### src/rtl/fb_gate_pkg.sv
package fb_gate_pkg;

  typedef enum logic [1:0] {
    LEG_IDLE = 2'd0,   // both devices off, dead time running
    LEG_HIGH = 2'd1,   // P device conducting
    LEG_LOW  = 2'd2    // N device conducting
  } leg_state_e;

  // dead-time count with a floor of one cycle
  function automatic int unsigned eff_delay(input int unsigned raw);
    return (raw == 0) ? 1 : raw;
  endfunction

endpackage

### src/rtl/fb_sync.sv
module fb_sync #(
  parameter int   WIDTH   = 2,
  parameter int   STAGES  = 2,
  parameter logic RST_VAL = 1'b0
) (
  input  logic             clk,
  input  logic             rst,
  input  logic [WIDTH-1:0] d,
  output logic [WIDTH-1:0] q
);

  logic [WIDTH-1:0] chain [STAGES];

  genvar s;
  generate
    for (s = 0; s < STAGES; s++) begin : g_stage
      always_ff @(posedge clk) begin
        if (rst) chain[s] <= {WIDTH{RST_VAL}};
        else if (s == 0) chain[s] <= d;
        else chain[s] <= chain[(s == 0) ? 0 : s-1];
      end
    end
  endgenerate

  assign q = chain[STAGES-1];

endmodule

### src/rtl/fb_fault_ctl.sv
module fb_fault_ctl #(
  parameter int TEMP_W    = 8,
  parameter int TRIP_C    = 150,
  parameter int RELEASE_C = 110
) (
  input  logic              clk,
  input  logic              rst,
  input  logic              pwr_ok_s,
  input  logic [TEMP_W-1:0] temp_code,
  output logic              force_off
);

  localparam logic [TEMP_W-1:0] TRIP_V = TEMP_W'(TRIP_C);
  localparam logic [TEMP_W-1:0] REL_V  = TEMP_W'(RELEASE_C);

  logic hot_q;

  always_ff @(posedge clk) begin
    if (rst)                    hot_q <= 1'b0;
    else if (temp_code > TRIP_V) hot_q <= 1'b1;
    else if (temp_code < REL_V)  hot_q <= 1'b0;
  end

  assign force_off = hot_q | ~pwr_ok_s;

  assert_hot_set_R6: assert property (@(posedge clk) disable iff (rst)
    (temp_code > TRIP_V) |=> hot_q);

  assert_hot_hold_R7: assert property (@(posedge clk) disable iff (rst)
    (hot_q && temp_code >= REL_V) |=> hot_q);

endmodule

### src/rtl/fb_leg_seq.sv
module fb_leg_seq
  import fb_gate_pkg::*;
#(
  parameter int CNT_W = 8
) (
  input  logic             clk,
  input  logic             rst,
  input  logic             force_off,
  input  logic             lvl,
  input  logic [CNT_W-1:0] td_rise,
  input  logic [CNT_W-1:0] td_fall,
  output logic             pg_n,
  output logic             ng
);

  leg_state_e       st;
  logic             tgt;
  logic [CNT_W-1:0] cnt;
  logic [CNT_W:0]   cnt_inc;
  logic [CNT_W:0]   need;
  logic             wait_done;

  always_comb begin
    cnt_inc   = {1'b0, cnt} + 1'b1;
    need      = tgt ? {1'b0, td_rise} : {1'b0, td_fall};
    if (need == '0) need = 1;
    wait_done = (cnt_inc >= need);
  end

  always_ff @(posedge clk) begin
    if (rst) begin
      st <= LEG_IDLE; pg_n <= 1'b1; ng <= 1'b0; cnt <= '0; tgt <= 1'b0;
    end else if (force_off) begin
      st <= LEG_IDLE; pg_n <= 1'b1; ng <= 1'b0; cnt <= '0; tgt <= lvl;
    end else begin
      unique case (st)
        LEG_HIGH: if (lvl) begin
          st <= LEG_IDLE; pg_n <= 1'b1; tgt <= 1'b1; cnt <= '0;
        end
        LEG_LOW: if (!lvl) begin
          st <= LEG_IDLE; ng <= 1'b0; tgt <= 1'b0; cnt <= '0;
        end
        default: begin
          if (lvl != tgt) begin
            tgt <= lvl; cnt <= '0;
          end else if (wait_done) begin
            cnt <= '0;
            if (tgt) begin st <= LEG_LOW;  ng   <= 1'b1; end
            else     begin st <= LEG_HIGH; pg_n <= 1'b0; end
          end else begin
            cnt <= cnt_inc[CNT_W-1:0];
          end
        end
      endcase
    end
  end

  assert_no_overlap_R9: assert property (@(posedge clk) disable iff (rst)
    !(!pg_n && ng));

  assert_n_after_p_off_R2: assert property (@(posedge clk) disable iff (rst)
    $rose(ng) |-> $past(pg_n));

  assert_p_after_n_off_R3: assert property (@(posedge clk) disable iff (rst)
    $fell(pg_n) |-> !$past(ng));

  assert_forced_off_R6: assert property (@(posedge clk) disable iff (rst)
    force_off |=> (pg_n && !ng));

endmodule

### src/rtl/fb_gate_sequencer.sv
module fb_gate_sequencer #(
  parameter int NUM_LEGS  = 2,
  parameter int CNT_W     = 8,
  parameter int TEMP_W    = 8,
  parameter int SYNC_LEN  = 2,
  parameter int TRIP_C    = 150,
  parameter int RELEASE_C = 110
) (
  input  logic                clk,
  input  logic                rst,
  input  logic [NUM_LEGS-1:0] pwm_in,
  input  logic                pwr_good,
  input  logic [TEMP_W-1:0]   temp_code,
  input  logic [CNT_W-1:0]    dly_rise_cyc,
  input  logic [CNT_W-1:0]    dly_fall_cyc,
  output logic [NUM_LEGS-1:0] pgate_n,
  output logic [NUM_LEGS-1:0] ngate,
  output logic [NUM_LEGS-1:0] overlap_flag
);

  logic [NUM_LEGS-1:0] pwm_s;
  logic [0:0]          pwr_s;
  logic                force_off;

  fb_sync #(.WIDTH(NUM_LEGS), .STAGES(SYNC_LEN), .RST_VAL(1'b0)) u_pwm_sync (
    .clk(clk), .rst(rst), .d(pwm_in), .q(pwm_s));

  fb_sync #(.WIDTH(1), .STAGES(SYNC_LEN), .RST_VAL(1'b0)) u_pwr_sync (
    .clk(clk), .rst(rst), .d(pwr_good), .q(pwr_s));

  fb_fault_ctl #(.TEMP_W(TEMP_W), .TRIP_C(TRIP_C), .RELEASE_C(RELEASE_C)) u_fault (
    .clk(clk), .rst(rst), .pwr_ok_s(pwr_s[0]), .temp_code(temp_code),
    .force_off(force_off));

  genvar g;
  generate
    for (g = 0; g < NUM_LEGS; g++) begin : g_leg
      fb_leg_seq #(.CNT_W(CNT_W)) u_leg (
        .clk(clk), .rst(rst), .force_off(force_off), .lvl(pwm_s[g]),
        .td_rise(dly_rise_cyc), .td_fall(dly_fall_cyc),
        .pg_n(pgate_n[g]), .ng(ngate[g]));
      assign overlap_flag[g] = ~pgate_n[g] & ngate[g];
    end
  endgenerate

  assert_flag_clear_R9: assert property (@(posedge clk) disable iff (rst)
    overlap_flag == '0);

endmodule

### config.mk
export PLATFORM = sky130hd
export DESIGN_NAME = fb_gate_sequencer
export DESIGN_NICKNAME = d
export VERILOG_FILES = /design/src/rtl/fb_gate_pkg.sv /design/src/rtl/fb_sync.sv /design/src/rtl/fb_fault_ctl.sv /design/src/rtl/fb_leg_seq.sv /design/src/rtl/fb_gate_sequencer.sv
export SDC_FILE = /design/constraint.sdc
export NUM_CORES = 1
export LEC_CHECK = 0
export CELL_PAD_IN_SITES_DETAIL_PLACEMENT = 0
export CELL_PAD_IN_SITES_GLOBAL_PLACEMENT = 1
export CORE_ASPECT_RATIO = 0.9
export CORE_MARGIN = 5
export CORE_UTILIZATION = 40
export DETAILED_ROUTE_END_ITERATION = 10
export DONT_BUFFER_PORTS = 1
export PLACE_DENSITY_LB_ADDON = 0.1
export SYNTH_ARGS = -nofsm -noshare
export SYNTH_HDL_FRONTEND = slang
export SYNTH_HIERARCHICAL = 1
export SYNTH_SLANG_ARGS = --single-unit
### constraint.sdc
create_clock -name clk -period 5.1 [get_ports clk]
set_input_delay 1.275 -clock clk [delete_from_list [all_inputs] [get_ports clk]]
set_output_delay 1.275 -clock clk [all_outputs]
set_load 0.1 [all_outputs]
# --- Word-level counts from Yosys, hierarchy flattened ---
# Memory sizes are Yosys's and may differ from the RTL's.
# Cells that the tools add are included.
word_totals:
  register_bits: 27
  memories: 2
  in_bits: 29
  ram_bits: 6
  word_cells: 140
  output_inout_bits: 6
mem_list:
  columns: ["memory", "words", "word_bits", "rd", "rd_ports_with_merged_regs", "wr", "line", "text"]
  rows:
  - ["u_pwm_sync.chain", 2, 2, 2, 0, 2, "fb_sync.sv:12", "logic [WIDTH-1:0] chain [STAGES];"]
  - ["u_pwr_sync.chain", 2, 1, 2, 0, 2, "fb_sync.sv:12", null]
classes:
  add_sub_neg: 2
  n_mux: 61
  n_reduce_logical: 24
  n_bitwise: 14
  n_lt_le_gt_ge: 4
  n_eq_ne: 22
op_table:
  columns: ["op", "count"]
  rows:
  - ["8-bit 2-to-1 mux", 10]
  - ["8-bit case mux with 2 select lines", 2]
  - ["1-bit 2-to-1 mux", 27]
  - ["2-bit 2-to-1 mux", 12]
  - ["2-bit != test, second input constant", 10]
  - ["5-bit AND reduction", 4]
  - ["8-bit by 1-bit adder with 9-bit output, second input constant", 2]
  - ["9-bit >= comparator", 2]
  - ["9-bit logical NOT", 2]
  - ["9-bit 2-to-1 mux", 2]
  - ["3-bit != test, second input constant", 6]
  - ["2-bit nonzero test", 7]
  - ["1-bit case mux with 2 select lines", 6]
  - ["8-bit greater-than comparator, second input constant", 1]
  - ["8-bit by 7-bit < comparator with 1-bit output, second input constant", 1]
  - ["2-bit case mux with 2 select lines", 2]
  - ["4-bit AND reduction", 2]
  - ["4-bit nonzero test", 2]
  - ["1-bit inverter", 7]
  - ["3-bit AND reduction", 2]
  - ["3-bit nonzero test", 2]
  - ["1-bit bitwise OR", 5]
  - ["2-bit by 1-bit equality test with 1-bit output, second input constant", 2]
  - ["2-bit equality test, second input constant", 2]
  - ["4 further kinds", 7]

# --- Logic depth before layout (Yosys ltp) ---
logic_depth:
  ltp_word: 7
  ltp_mapped: 12
  depth_no_buf: 9

# --- Hierarchy ---
# The synthesis kept the hierarchy.
modules_own_cells:
  columns: ["module", "n_inst", "area_per_inst_um2", "cells_per_inst"]
  rows:
  - ["fb_leg_seq", 2, 1129.8, 140]
  - ["fb_sync (u_pwm_sync)", 1, 105.1, 8]
  - ["fb_fault_ctl", 1, 66.3, 7]
  - ["fb_sync (u_pwr_sync)", 1, 52.6, 4]
  - ["fb_gate_sequencer", 1, 27.5, 2]

# --- Least setup slack after synthesis ---
# No wires, ideal clock.
synth_timing:
  kind: "reg2out"
  from: "register g_leg[0].u_leg.ng"
  to: "output port overlap_flag[0]"
  path_stages_with_launch: 2
  t_required_ps: 3825
  n_path_buf: 0
  setup_slack_ps: 2169
  t_arrival_ps: 1656
  path_cell_list: "dfxtp_1 > nor2b_4"
synth_between:
  elab_chain_cells: 1
synth_lines:
  columns: ["item", "line", "text"]
  rows:
  - ["start: declaration", "fb_leg_seq.sv:13", "output logic ng"]
  - ["start signal: assignment", "fb_leg_seq.sv:32", "st <= LEG_IDLE; pg_n <= 1'b1; ng <= 1'b0; cnt <= '0; tgt <= 1'b0;"]
  - ["start signal: assignment", "fb_leg_seq.sv:34", "st <= LEG_IDLE; pg_n <= 1'b1; ng <= 1'b0; cnt <= '0; tgt <= lvl;"]
  - ["start signal: assignment", "fb_leg_seq.sv:41", "st <= LEG_IDLE; ng <= 1'b0; tgt <= 1'b0; cnt <= '0;"]
  - ["1-bit bitwise AND", "fb_gate_sequencer.sv:42", "assign overlap_flag[g] = ~pgate_n[g] & ngate[g];"]
  - ["end: declaration", "fb_gate_sequencer.sv:18", "output logic [NUM_LEGS-1:0] overlap_flag"]
# Every way passes these cells.

# --- Worst setup path in the final report ---
# Same ends and word-level chain as after synthesis.

==> flow_summary.toml <==
[sta]
skew_ps = 7.48
achievable-frequency_ghz = 0.305
timing.final.hold_violations = 0
timing.final.crit_share = 0.643
finalSetupTns_ps = 0
rsz0062_at_grt = "no"
worst_pin_slew_ps = 1080
setup_viol_count_final = 0
layout_min_cycle_time_ps = 3280
final_count_of_pins_violating_max_slew = 0
timing.max_slew.rel_slack = 0.279

[final_layout]
final_stage_net_count = 341
post_route_cells_drive_above_1_share = 0.0900
final_cell_area_mm2 = 0.00257
layout.cells.non_filler = 376
postLayoutCoreUtil = 0.421
antenna_cells = 0
area_delta_synth_final_pct = 2.49

[logic_synthesis]
synth_area_mm2 = 0.00251
top_post_synthesis_cells_by_area = "dfxtp_1 (26%), ha_1 (11%), mux2i_1 (8.0%)"
synthDominantAreaCellType = "dfxtp_1"
synth-xor-area-share = 0.0419
seq_area_frac_synth = 0.263
synth_cell_type_count = 43
synthesized_area_per_cell_um2 = 8.34
synth-adder-area-share = 0.110
synth.net_count = 352
synth_compound_gate_area_share = 0.171
largest_family_of_logic_cells_by_synthesized_area = "simple AND/OR/NAND/NOR gates"
yosys-mux-area-fraction = 0.0797
yosys_register_bits = 33
synth-simple-area-share = 0.269
yosys_warnings = 6
syn_inst = 301
synth_top_area_frac = 0.263

[detailed_routing]
drt_pass1_iterations = 4
route.detailed.drc = 0
route.final.wire_length_mm = 5.66
route.vias.total = 2096
ant_nets = 0
first_iter_violations = 96
routed_vias_inst = 5.57
detail_route.wl_per_cell_um = 15.0

[clock_network]
clock_transition_at_the_registers_of_the_reported_paths_ps = 70
clock_insertion_delay_worst_skew_ps = 280
post_cts_hold_buffer_count = 0
cts-htree-levels = 2
cts_tree = "done"
post-cts-setup-buffer-count = 0
cts_sinks = 33
cts_made_buffers = 5
total_of_cells_resized_after_clock_tree_synthesis = 0
root_buffer = "clkbuf_8"
clockBufferDepth = 2

[critical_path]
setup.worst_path.end_class = "output port"
regToRegSetupSlack_ps = 2120
path_class = "reg -> out"
critPathMaxFanout = 5
cp_cell_sequence = "nor2b_4"
top_cell_family_by_delay_on_the_critical_path = "flip-flops"
cp.arrival_ps = 2010
cp_num_cells = 1
timing.critical_path.slowest_cell_delay_ps = 1020
reg2reg_depth = 7
crit_path_buf_inv_count = 0
cpMaxStageDelayCell = "dfxtp_1"
required_ps = 3830
setup.worst_path.start_class = "register"

[run]
max_cap_viol_count = 0

[floorplan]
coreArea_mm2 = 0.00611
row_count = 27
num_io_pins = 35
die_height_um = 85.2
die_area_mm2 = 0.00796
floorplan.die.width_um = 93.5
effective_utilization_at_floorplan = 0.411

[hold_path]
holdPathStages = 1
hp-class = "reg -> reg"

[grt]
grt_overflow_total = 0
grt_first_pass_wirelength_mm = 9.60
grt_antenna_before_repair = 0
grt.total_usage = 0.150
vias_in_the_first_global_route = 1982
pin_count_of_the_biggest_net_entering_global_routing = 18

[pwr]
peak_supply_drop_mv = 0.0706
power_leakage_nw = 1.03
pwr_density_cell_mw_per_mm2 = 189

[placed_design]
port-buffer-count = 0
hpwl_mm = 4.31
placed_cell_area_mm2 = 0.00250
dpl.cell_count = 370
routabilityCongestion = 0.757

[status]
outcome = "completed"
[where the power goes]
group | internal [mW] | switching (mW) | total [mW]
combinational | 0.0148 | 0.0199 | 0.0347
sequential | 0.261 | 0.00411 | 0.265
clock | 0.0899 | 0.0962 | 0.186
[cells by family after synthesis]
family | after synthesis
compound gates | 62
xor+xnor | 12
fa+ha+maj | 22
buf+inv | 30
flops | 33
mux | 20
simple gates | 122
[stage by stage]
stage	setup slack, ps	power, mW	hold WS [ps]
3_5_place_dp	1800	0.306	420
3_3_place_gp	1780	0.306	421
6_report	1820	0.486	441
5_1_grt	1760	0.510	464
2_1_floorplan	2170	0.299	414
4_1_cts	1800	0.495	446
[cells in the mapped netlist]
cell / instances
nor2_4: 2
ha_1: 22
nand2_1: 34
a41oi_1: 1
a2111oi_0: 1
a31o_1: 1
a211oi_2: 2
nor2b_4: 2
a21oi_1: 16
nor4_1: 2
nand3_2: 2
o211ai_2: 2
nor3_1: 6
nor2b_2: 2
a211oi_1: 3
a211o_1: 2
a21o_2: 2
o22ai_1: 4
o211a_1: 2
buf_4: 2
a22oi_1: 6
and3_2: 2
a32oi_1: 2
dfxtp_1: 33
buf_6: 4
nor3_4: 2
nand3_1: 20
nand4_1: 15
o2bb2ai_1: 4
o21ai_0: 8
inv_1: 12
a31oi_1: 2
nor2_1: 18
nor3b_1: 2
nand4_2: 2
clkbuf_2: 2
xor2_1: 6
nor2b_1: 6
nand2b_1: 5
xnor2_1: 6
buf_2: 10
o21ai_1: 4
mux2i_1: 20
[worst paths after layout]
| kind | startpoint | to |
|---|---|---|
| min reg2reg | u_pwm_sync/chain[0][1] | u_pwm_sync/chain[1][1] |
| max reg2reg | g_leg[1].u_leg/tgt | g_leg[1].u_leg/ng |
| min | u_pwm_sync/chain[0][1] | u_pwm_sync/chain[1][1] |
| max | g_leg[0].u_leg/ng | overlap_flag[0] |
[state kept, by name (all words and copies together) (netlist names)]
| signal | cells |
|---|---|
| g_leg.u_leg/pg_n | 2 |
| u_pwr_sync/chain | 2 |
| u_fault/hot_q | 1 |
| g_leg.u_leg/tgt | 2 |
| g_leg.u_leg/ng | 2 |
| g_leg.u_leg/cnt | 16 |
| g_leg.u_leg/st | 4 |
| u_pwm_sync/chain | 4 |
[worst reg2reg max path: cells and delay by family (launching register included)]
kind                       cells  cell delay, ps
adders and majority gates      1             310
DFF                            1             860
muxes                          1             400
AOI/OAI and AO/OA              3            1000
and+or+nand+nor                2             310
[cell usage in the layout (no fill, tap or decap), types with 8 or more instances in the layout]
| cell type | count |
|---|---|
| nand2_1 | 34 |
| dfxtp_1 | 33 |
| ha_1 | 22 |
| mux2i_1 | 20 |
| nand3_1 | 20 |
| nor2_1 | 18 |
| a21oi_1 | 16 |
| nand4_1 | 15 |
| inv_1 | 12 |
| o21ai_0 | 8 |
[layer usage]
metal,wire length (um),vias up,GRT usage
li1,-,1073,-
met1,2760,964,0.203
met2,2430,54,0.226
met3,423,5,0.0559
met4,39,0,0.0320
met5,0,-,0
[layout make-up]
type	count	area [um^2]
Inverter	12	45.0
Clock buffer	5	68.8
Sequential cell	33	661
Clock inverter	1	5.00
Multi-Input combinational cell	238	1690
Tap cell	87	109
Fill cell	632	3540
Power figures use the tool's default switching activity.
